$ cat src/rtl/twr_pkg.sv
`timescale 1ns/1ps
package twr_pkg;

   typedef enum logic [1:0] {
      FR_IDLE = 2'd0,
      FR_BUSY = 2'd1,
      FR_GAP  = 2'd2
   } fr_state_e;

endpackage

$ cat src/rtl/twr_store.sv
`timescale 1ns/1ps
module twr_store #(
   parameter int ENT_W = 74,
   parameter int DEPTH = 32,
   localparam int AW   = (DEPTH > 1) ? $clog2(DEPTH) : 1,
   localparam int CW   = $clog2(DEPTH + 1)
) (
   input  logic             clk,
   input  logic             arst_n,
   input  logic             wr_en,
   input  logic             full,
   input  logic [ENT_W-1:0] wr_ent,
   input  logic             pop,
   output logic [ENT_W-1:0] head,
   output logic [CW-1:0]    count
);

   logic [ENT_W-1:0] mem [DEPTH];
   logic [AW-1:0]    wptr;
   logic [AW-1:0]    rptr;
   logic             push;

   assign push = wr_en && !full;

   function automatic logic [AW-1:0] ptr_next(input logic [AW-1:0] p);
      return (p == AW'(DEPTH - 1)) ? '0 : p + 1'b1;
   endfunction

   always_ff @(posedge clk) begin
      for (int i = 0; i < DEPTH; i++) begin
         if (push && (wptr == AW'(i))) begin
            mem[i] <= wr_ent;
         end
      end
   end

   always_ff @(posedge clk or negedge arst_n) begin
      if (!arst_n) begin
         wptr  <= '0;
         rptr  <= '0;
         count <= '0;
      end else begin
         if (push) wptr <= ptr_next(wptr);
         if (pop)  rptr <= ptr_next(rptr);
         case ({push, pop})
            2'b10:   count <= count + 1'b1;
            2'b01:   count <= count - 1'b1;
            default: count <= count;
         endcase
      end
   end

   assign head = mem[rptr];

   AST_NO_OVERFLOW: assert property (@(posedge clk) disable iff (!arst_n)
      push |-> (count < CW'(DEPTH)));
   AST_NO_UNDERFLOW: assert property (@(posedge clk) disable iff (!arst_n)
      pop |-> (count != '0));

endmodule

$ cat src/rtl/twr_flags.sv
`timescale 1ns/1ps
module twr_flags #(
   parameter int DEPTH    = 32,
   parameter int AE_LEVEL = 4,
   localparam int CW      = $clog2(DEPTH + 1)
) (
   input  logic          clk,
   input  logic          arst_n,
   input  logic [CW-1:0] count,
   output logic          empty_n,
   output logic          aempty_n,
   output logic          full
);

   assign empty_n  = (count != '0);
   assign aempty_n = (count > CW'(AE_LEVEL));
   assign full     = (count == CW'(DEPTH));

   AST_AEMPTY_COVERS_EMPTY: assert property (@(posedge clk) disable iff (!arst_n)
      !empty_n |-> !aempty_n);
   AST_FULL_NOT_EMPTY: assert property (@(posedge clk) disable iff (!arst_n)
      full |-> (empty_n && aempty_n));

endmodule

$ cat src/rtl/twr_framer.sv
`timescale 1ns/1ps
module twr_framer
   import twr_pkg::*;
(
   input  logic clk,
   input  logic arst_n,
   input  logic rd_en,
   input  logic empty_n,
   input  logic head_eot,
   output logic pop,
   output logic rd_err,
   output logic req_n,
   output logic last_n
);

   fr_state_e state;
   fr_state_e state_nx;
   logic      open_txn;

   assign open_txn = (state == FR_BUSY) || ((state == FR_IDLE) && empty_n);
   assign req_n    = !open_txn;
   assign pop      = rd_en && empty_n && open_txn;
   assign rd_err   = rd_en && !pop;
   assign last_n   = !(empty_n && head_eot);

   always_comb begin
      state_nx = state;
      if (pop && head_eot) begin
         state_nx = FR_GAP;
      end else if (state == FR_GAP) begin
         state_nx = FR_IDLE;
      end else if (pop) begin
         state_nx = FR_BUSY;
      end
   end

   always_ff @(posedge clk or negedge arst_n) begin
      if (!arst_n) state <= FR_IDLE;
      else         state <= state_nx;
   end

   AST_LAST_NEEDS_DATA: assert property (@(posedge clk) disable iff (!arst_n)
      !last_n |-> empty_n);
   AST_GAP_AFTER_LAST: assert property (@(posedge clk) disable iff (!arst_n)
      (pop && !last_n) |=> req_n);
   AST_GAP_ENDS: assert property (@(posedge clk) disable iff (!arst_n)
      (req_n && $past(pop && !last_n)) |=> (req_n == !empty_n));
   AST_NO_POP_IN_GAP: assert property (@(posedge clk) disable iff (!arst_n)
      req_n |-> !pop);

endmodule

$ cat src/rtl/twr_rdport.sv
`timescale 1ns/1ps
module twr_rdport #(
   parameter int DATA_W   = 64,
   parameter int DEPTH    = 32,
   parameter int AE_LEVEL = 4,
   localparam int BE_W    = DATA_W / 8,
   localparam int ENT_W   = DATA_W + BE_W + 2,
   localparam int CW      = $clog2(DEPTH + 1)
) (
   input  logic              clk,
   input  logic              rst_n,
   input  logic              clr_n,
   input  logic              wr_en,
   input  logic [DATA_W-1:0] wr_data,
   input  logic [BE_W-1:0]   wr_be,
   input  logic              wr_burst,
   input  logic              wr_eot,
   output logic              wr_full,
   input  logic              rd_en,
   output logic [DATA_W-1:0] rd_data,
   output logic [BE_W-1:0]   rd_be,
   output logic              rd_burst,
   output logic              rd_last_n,
   output logic              rd_err,
   output logic              empty_n,
   output logic              aempty_n,
   output logic              req_n
);

   if ((DATA_W % 8) != 0 || DATA_W < 8) begin : g_bad_width
      $error("twr_rdport: DATA_W must be a nonzero multiple of 8");
   end
   if (DEPTH < 2) begin : g_bad_depth
      $error("twr_rdport: DEPTH must be at least 2");
   end
   if (AE_LEVEL < 1 || AE_LEVEL >= DEPTH) begin : g_bad_level
      $error("twr_rdport: AE_LEVEL must lie in 1..DEPTH-1");
   end

   logic             arst_n;
   logic [ENT_W-1:0] wr_ent;
   logic [ENT_W-1:0] head;
   logic [CW-1:0]    count;
   logic             pop;

   assign arst_n = rst_n & clr_n;
   assign wr_ent = {wr_eot, wr_burst, wr_be, wr_data};

   twr_store #(
      .ENT_W (ENT_W),
      .DEPTH (DEPTH)
   ) u_store (
      .clk    (clk),
      .arst_n (arst_n),
      .wr_en  (wr_en),
      .full   (wr_full),
      .wr_ent (wr_ent),
      .pop    (pop),
      .head   (head),
      .count  (count)
   );

   twr_flags #(
      .DEPTH    (DEPTH),
      .AE_LEVEL (AE_LEVEL)
   ) u_flags (
      .clk      (clk),
      .arst_n   (arst_n),
      .count    (count),
      .empty_n  (empty_n),
      .aempty_n (aempty_n),
      .full     (wr_full)
   );

   twr_framer u_framer (
      .clk      (clk),
      .arst_n   (arst_n),
      .rd_en    (rd_en),
      .empty_n  (empty_n),
      .head_eot (head[ENT_W-1]),
      .pop      (pop),
      .rd_err   (rd_err),
      .req_n    (req_n),
      .last_n   (rd_last_n)
   );

   assign rd_data  = head[DATA_W-1:0];
   assign rd_be    = head[DATA_W +: BE_W];
   assign rd_burst = head[ENT_W-2];

endmodule

$ cat config.mk
export PLATFORM = sky130hd
export DESIGN_NAME = twr_rdport
export DESIGN_NICKNAME = d
export VERILOG_FILES = /design/src/rtl/twr_pkg.sv /design/src/rtl/twr_store.sv /design/src/rtl/twr_flags.sv /design/src/rtl/twr_framer.sv /design/src/rtl/twr_rdport.sv
export SDC_FILE = /design/constraint.sdc
export NUM_CORES = 2
export LEC_CHECK = 0
export ABC_AREA = 1
export BUFFER_PORTS_ARGS = -buffer_cell sky130_fd_sc_hd__clkbuf_2
export CAP_MARGIN = 10
export CORE_MARGIN = 3
export CORE_UTILIZATION = 40
export DETAILED_ROUTE_END_ITERATION = 16
export HOLD_SLACK_MARGIN = 0.06
export PLACE_DENSITY = 0.59
export SKIP_CTS_REPAIR_TIMING = 1
export SLEW_MARGIN = 25
export SYNTH_ARGS = -nofsm -noshare
export SYNTH_HDL_FRONTEND = slang
export SYNTH_SLANG_ARGS = --single-unit
$ cat constraint.sdc
create_clock -name clk -period 6 [get_ports clk]
set_input_delay 0.6 -clock clk [delete_from_list [all_inputs] [get_ports clk]]
set_output_delay 0.6 -clock clk [all_outputs]
set_load 0.1 [all_outputs]
-- Yosys cells after proc, flatten, opt, wreduce, memory -nomap -nowiden
Memories as Yosys holds them, arrays and structs flattened.
Index checks and enable logic that the tools add are counted.
- reductions and logical operators: 80
- $lt $le $gt $ge: 1
- eq/ne operators: 37
- bitwise operators: 1
- $add $sub $neg: 4
- mux-type cells: 163
- operators by type and width (kind ; count):
    74-bit 2-to-1 mux ; 31
    74-bit OR reduction ; 31
    5-bit 2-to-1 mux ; 33
    1-bit 2-to-1 mux ; 95
    5-bit equality test, second input constant ; 17
    5-bit by 4-bit equality test with 1-bit output, second input constant ; 8
    1-bit logical AND ; 39
    5-bit by 3-bit equality test with 1-bit output, second input constant ; 4
    6-bit one-hot mux with 2 select lines ; 1
    5-bit by 1-bit adder with 5-bit output, second input constant ; 2
    5-bit by 2-bit equality test with 1-bit output, second input constant ; 2
    6-bit by 1-bit adder with 6-bit output, second input constant ; 1
    6-bit equality test, second input constant ; 1
    6-bit by 3-bit > comparator with 1-bit output, second input constant ; 1
    2-bit 2-to-1 mux ; 3
    6-bit nonzero test ; 1
    6-bit by 1-bit subtractor with 6-bit output, second input constant ; 1
    5-bit by 1-bit equality test with 1-bit output, second input constant ; 1
    5-bit logical NOT ; 1
    2-bit by 1-bit equality test with 1-bit output, second input constant ; 2
    2-bit equality test, second input constant ; 2
    1-bit logical NOT ; 4
    3-bit nonzero test ; 1
    2-bit logical NOT ; 1
    other kinds (3) ; 3
- logic and storage cells: 291
- input bits: 79
- memories kept: 1
- bits in writable memories: 2368
- flip-flop bits (word level): 18
- output and inout port bits: 79
- memory list (name ; depth ; width ; rd ports ; clocked after Yosys merged registers in ; wr ports ; RTL line ; RTL):
    u_store.mem ; 32 ; 74 ; 1 ; 0 ; 1 ; twr_store.sv:18 ; logic [ENT_W-1:0] mem [DEPTH];

-- Longest topological paths before layout
- depth after elaboration: 38
- mapped depth: 17
- depth with buffers taken out: 17

-- Cells and area by module
From an unflattened synthesis, not the netlist that was laid out.
- cell total of the unflattened synthesis: 7853
- area total of the unflattened synthesis: 95549.1 µm²
- modules (own cells, without submodules) (module ; sequential area each (µm²) ; cells each ; instances ; area each (µm²)):
    twr_store ; 71508.6 ; 7823 ; 1 ; 95372.7
    twr_framer ; 50.0 ; 15 ; 1 ; 110.1
    twr_flags ; 0.0 ; 13 ; 1 ; 58.8
    twr_rdport ; 0.0 ; 2 ; 1 ; 7.5

-- Worst setup path before layout
OpenSTA, ideal clock, no wires.
- path type: register to register
- start: register u_store.count[0]
- end: memory u_store.mem[0][0] (enable)
- path slack: 1.165 ns
- period minus slack after synthesis: 4.835 ns
- path buffers: 1
- cell stages (with the launch flop): 9
- arrival: 4.329 ns
- cells stage by stage: dfrtp_1 nor2_1 and2_1 nand3_1 nand2_2 inv_1 nand2_1 buf_2 nor2_1
- longest elaborated chain between the ends: 38
- elaborated cells between the ends (all ways): 192
- classes of those cells: eq/ne: 1; mux: 126; reduce/logical: 65
- ends and longest elaborated chain (item ; RTL line ; RTL):
    start: declaration ; twr_store.sv:15 ; output logic [CW-1:0] count
    start signal: assignment ; twr_store.sv:46 ; 2'b10: count <= count + 1'b1;
    start signal: assignment ; twr_store.sv:47 ; 2'b01: count <= count - 1'b1;
    start signal: assignment ; twr_store.sv:48 ; default: count <= count;
    6-bit equality test * ; twr_flags.sv:17 ; assign full = (count == CW'(DEPTH));
    1-bit logical NOT * ; twr_store.sv:23 ; assign push = wr_en && !full;
    1-bit logical AND * ; twr_store.sv:23 ;
    1-bit logical AND ; twr_store.sv:31 ; if (push && (wptr == AW'(i))) begin
    1-bit 2-to-1 mux ; twr_store.sv:31 ;
    1-bit 2-to-1 mux (implied by the code) ; twr_store.sv:32 ; mem[i] <= wr_ent;
    74-bit OR reduction (no line) ; -- ;
    5-bit 2-to-1 mux (no line) or 1-bit 2-to-1 mux (tied branches) (31 in a row) ; -- ;
    end: declaration ; twr_store.sv:18 ;
Every way passes the cells marked *; elsewhere a longest branch is shown, timed or not.

-- Final worst setup path
- start: register u_store.rptr[0]
- end: output rd_be[4]
- longest elaborated chain between the ends: 1
- ends and longest elaborated chain (item ; RTL line ; RTL):
    start: declaration ; twr_store.sv:20 ; logic [AW-1:0] rptr;
    start signal: assignment ; twr_store.sv:44 ; if (pop) rptr <= ptr_next(rptr);
    memory 32 x 74 bit ; -- ;
    end: declaration ; twr_rdport.sv:21 ; output logic [BE_W-1:0] rd_be,
No other way between the ends.

==> qor_table.md <==
| Stage | Parameter | This run |
| --- | --- | --- |
| power and ir drop | Cell Int Power | 0.03171 W |
| timing | Highest clock rate | 182.4 MHz |
| worst setup path | Critical path buffers and inverters | 3 |
| route | DRT antenna net count | 0 |
| global route | Via count of the first global-routing pass | 57960 |
| worst setup path | Startpoint of the lowest-slack register-to-register path | u_store.count[0]$_DFFE_PN0P_ |
| placed design | DPL Wire Length | 123.4 mm |
| logic synthesis | Netlist cell types | 32 |
| cts | Clock slew at reported path FFs | 60 ps |
| timing | Actual transition at the worst max-transition pin | 1218 ps |
| worst setup path | Maximum single-stage delay on the critical path | 1070 ps |
| timing | Final period utilization | 91.36% |
| placed design | Weighted congestion reported at the end of routability-driven placement | 0.7525 |
| flow run | Reported max-cap violation count | 0 |
| worst setup path | Kind of cell with the highest combined delay on the critical path | buffers and inverters |
| worst setup path | Crit start category | flop |
| worst setup path | Cell at the slowest stage of the critical path | dfrtp_4 |
| global route | Number of antenna violations at the first check in global routing | 33 |
| power and ir drop | Lkg Pwr | 34.88 nW |
| cts | Level count of the clock H-tree | 4 |
| cts | Source-to-sink clock delay at the later pin of the worst-skew pair | 890 ps |
| route | Detailed Route WL | 272.8 mm |
| timing | Clock Skew | 35.12 ps |
| worst setup path | Cell-by-cell trace of the critical path | clkinv_16 > buf_4 > o21ai_0 > o22ai_1 > nand2_1 > nand3_1 > nand3_1 > nand2_1 > clkbuf_2 |
| finish | Post-synthesis to final-layout area growth | 12.39% |
| floorplan | Core area | 233400 um2 |
| route | Total via count in the routed design | 60660 |
| cts | Worst-case clock buffer depth | 3 |
| timing | Hold Vio Cnt, Final | 0 |
| timing | Unrepaired setup endpoints after global routing | no |
| floorplan | Rows | 177 |
| logic synthesis | Synth Instances | 7321 |
| worst setup path | Crit path required time | 5400 ps |
| logic synthesis | Avg Inst Size Synth | 12.86 um2 |
| cts | CTS sink cnt | 2386 |
| worst hold path | HP Class | input port to flop |
| global route | Wire length of the first global-routing pass | 393.3 mm |
| run status | Status | completed |
| power and ir drop | Peak ir drop on the vdd network | 0.0005989 V |
| global route | Remaining global-route overflow | 0 |
| power and ir drop | Proportion of power drawn by combinational gates | 37.8% |
| finish | Nets | 7418 |
| logic synthesis | Post-synth top area share | 75.55% |
| timing | Hold Worst Slack | 200.6 ps |
| power and ir drop | Power density of the placed cells | 514.8 nW/um2 |
| worst hold path | Hold path start | wr_en |
| floorplan | Overall die width | 491.1 um |
| global route | Total global-route track usage | 22.01% |
| route | DRC marker count from the first detailed-route iteration | 7459 |
| worst setup path | Worst path arrival time | 4880 ps |
| logic synthesis | Nets in the synthesized netlist | 7414 |
| route | TritonRoute pass-1 iters | 6 |
| worst setup path | R2R Path End | u_store.count[5]$_DFFE_PN0P_ |
| placed design | Count of port buffers added during placement | 157 |
| logic synthesis | Area of the mapped netlist | 94130 um2 |
| route | Average routed wire per standard cell | 25.57 um |
| worst hold path | Hold-critical path depth | 4 |
| timing | Number of max-slew violations in the final report | 0 |
| timing | Setup Total Neg Slack | 0 ps |
| worst setup path | FF-to-FF path depth | 16 |
| worst setup path | Setup CP Type | flop to output port |
| power and ir drop | Proportion of power drawn by the clock network | 25.8% |
| power and ir drop | Switching power | 0.02274 W |
| floorplan | Chip Height | 491.1 um |
| timing | Number of failing setup endpoints in the final timing report | 0 |
| cts | TritonCTS buffer count | 232 |
| route | Number of vias per cell | 5.687 |
| global route | Largest net degree at the start of global routing | 274 |
| cts | TritonCTS clock tree | built |
| timing | Final min period | 5482 ps |
| finish | Fraction of layout cells with a size suffix above 1 | 8.445% |
| logic synthesis | Number of synthesized register bits | 2386 |
| floorplan | Total die area | 241200 um2 |
| finish | Most frequent standard cell in the layout excluding fill and tap cells | edfxtp_1 |
| power and ir drop | Proportion of power drawn by flip-flops and latches | 36.4% |
| finish | Most frequent cells in the layout | edfxtp_1, nand2_1, nor2_1 |
| logic synthesis | Most area-hungry cell type in the Yosys netlist | edfxtp_1 |
| logic synthesis | Sequential fraction of the synthesis area | 76.02% |
| finish | Number of fill cells in the layout | 20740 |
| worst setup path | CP Max Fanout | 273 |
| cts | Clock Root Buffer | clkbuf_16 |
| floorplan | Number of ports placed on the die boundary | 158 |
| logic synthesis | Synthesis Warnings | 0 |
| timing | Remaining max-slew budget at the tightest pin | 18.77% |
| logic synthesis | Most area-consuming cells after synthesis | edfxtp_1, o21ai_0, nand2_1 |
| worst setup path | Crit path capture type | output port |
| floorplan | Effective utilization at floorplan | 40.32% |
| power and ir drop | Proportion of total power due to net switching | 41.76% |
| worst setup path | Reg-to-reg setup timing slack | 2460 ps |
| route | Remaining routing DRC violations | 0 |
| worst hold path | Hold worst-path end | u_store.wptr[4]$_DFFE_PN0P_ |
==> flip-flops by register name, indices dropped and copies added, names as in the netlist <==
register,count
u_framer.state,2
u_store.count,6
u_store.mem,2368
u_store.rptr,5
u_store.wptr,5
==> metal layers <==
layer  global-route usage [%]  part of all wire, %  vias up
met4                    7.528                  3.0       10
met3                    4.208                  8.3      476
met5                        0                0.021        -
li1                         -                    -    26870
met1                    30.55                   42    30640
met2                    34.82                   47     2667
==> worst reg2reg max path, cell delays in order (launching register included) <==
cell and delay, ps:
dfrtp_1 430, nor2_1 200, nand4_1 200, nand2_1 100, inv_1 50, nand2_1 310, clkinv_1 490, ha_1 500
ha_1 400, nand2_1 90, nand2_1 70, nand2_1 60, nand3_1 110, a21oi_1 190, o21ai_0 110, nand2_1 70
nand2_1 40
==> per-stage QoR <==
step                      worst slack, ps  util [%]  cells  cell area, um2  total power, W
after floorplan                      1165         -   7321           94130         0.03481
after global placement               1546     42.09  10220           98260         0.04052
after detailed placement             1580     42.14  10220           98370         0.04075
after CTS                           591.2     45.28  10650          105700         0.05472
after global routing                341.9     45.31  10660          105800         0.05711
final                               518.4     45.32  10670          105800         0.05446
==> power groups by stage <==
stage	logic, W	registers [W]	clock network (W)
final	0.0206	0.0198	0.0141
after global routing	0.0223	0.0199	0.0149
after CTS	0.0206	0.0198	0.0143
after detailed placement	0.0206	0.0202	0
after global placement	0.0204	0.0201	0
after floorplan	0.0150	0.0199	0
==> worst max-delay path by stage <==
stage | slack [ps] | startpoint | to | cells past startpoint
finish | 520 | u_store.rptr[0]$_DFFE_PN0P_ | rd_be[4] | 9
global route | 340 | u_store.rptr[0]$_DFFE_PN0P_ | rd_data[26] | 9
CTS | 590 | u_store.rptr[0]$_DFFE_PN0P_ | rd_data[56] | 10
detailed placement | 1580 | u_store.rptr[0]$_DFFE_PN0P_ | rd_data[56] | 10
global placement | 1550 | u_store.rptr[0]$_DFFE_PN0P_ | rd_data[56] | 10
floorplan | 1170 | u_store.count[0]$_DFFE_PN0P_ | u_store.mem[0][0]$_DFFE_PP_ | 8
==> synthesized netlist by cell type <==
library cell / n
edfxtp_1: 2368
nand2_1: 1078
nor2_1: 1031
o21ai_0: 893
nand3_1: 576
o22ai_1: 472
clkbuf_1: 266
buf_2: 148
o21ai_1: 124
a21oi_1: 113
inv_1: 68
buf_1: 47
buf_4: 33
o31ai_1: 32
dfrtp_1: 18
buf_6: 15
ha_1: 13
clkbuf_2: 5
nor3_1: 4
nor3b_1: 3
clkinv_1: 2
nand4_1: 2
a31oi_1: 1
and2_1: 1
fa_1: 1
inv_2: 1
inv_4: 1
nand2_2: 1
o2111ai_1: 1
o211ai_1: 1
xnor2_1: 1
xor2_1: 1
==> kinds of logic (layout without fill, tap and decap cells) <==
logic type / count (synthesis) / in the layout / synth area share [%]
AO/OA/AOI/OAI: 1637 / 1637 / 9.425
XOR/XNOR: 2 / 2 / 0.01861
adder cells (fa/ha/maj): 14 / 14 / 0.1941
buffers and inverters: 586 / 784 / 2.794
flip-flops: 2386 / 2386 / 76.02
other: 0 / 15 / 0
AND/OR/NAND/NOR: 2696 / 2696 / 11.54
==> final cells by class <==
cell class,instances,area (um2),area share (%)
Inverter,72,326.6,0.3087
Tap cell,3132,3919,3.704
Clock buffer,295,6083,5.751
Multi-Input combinational cell,4349,20180,19.07
Sequential cell,2386,71580,67.66
Clock inverter,133,1239,1.171
Antenna cell,15,37.54,0.03548
Timing Repair Buffer,284,2426,2.293
No activity file was read; power rests on OpenSTA's default activity.
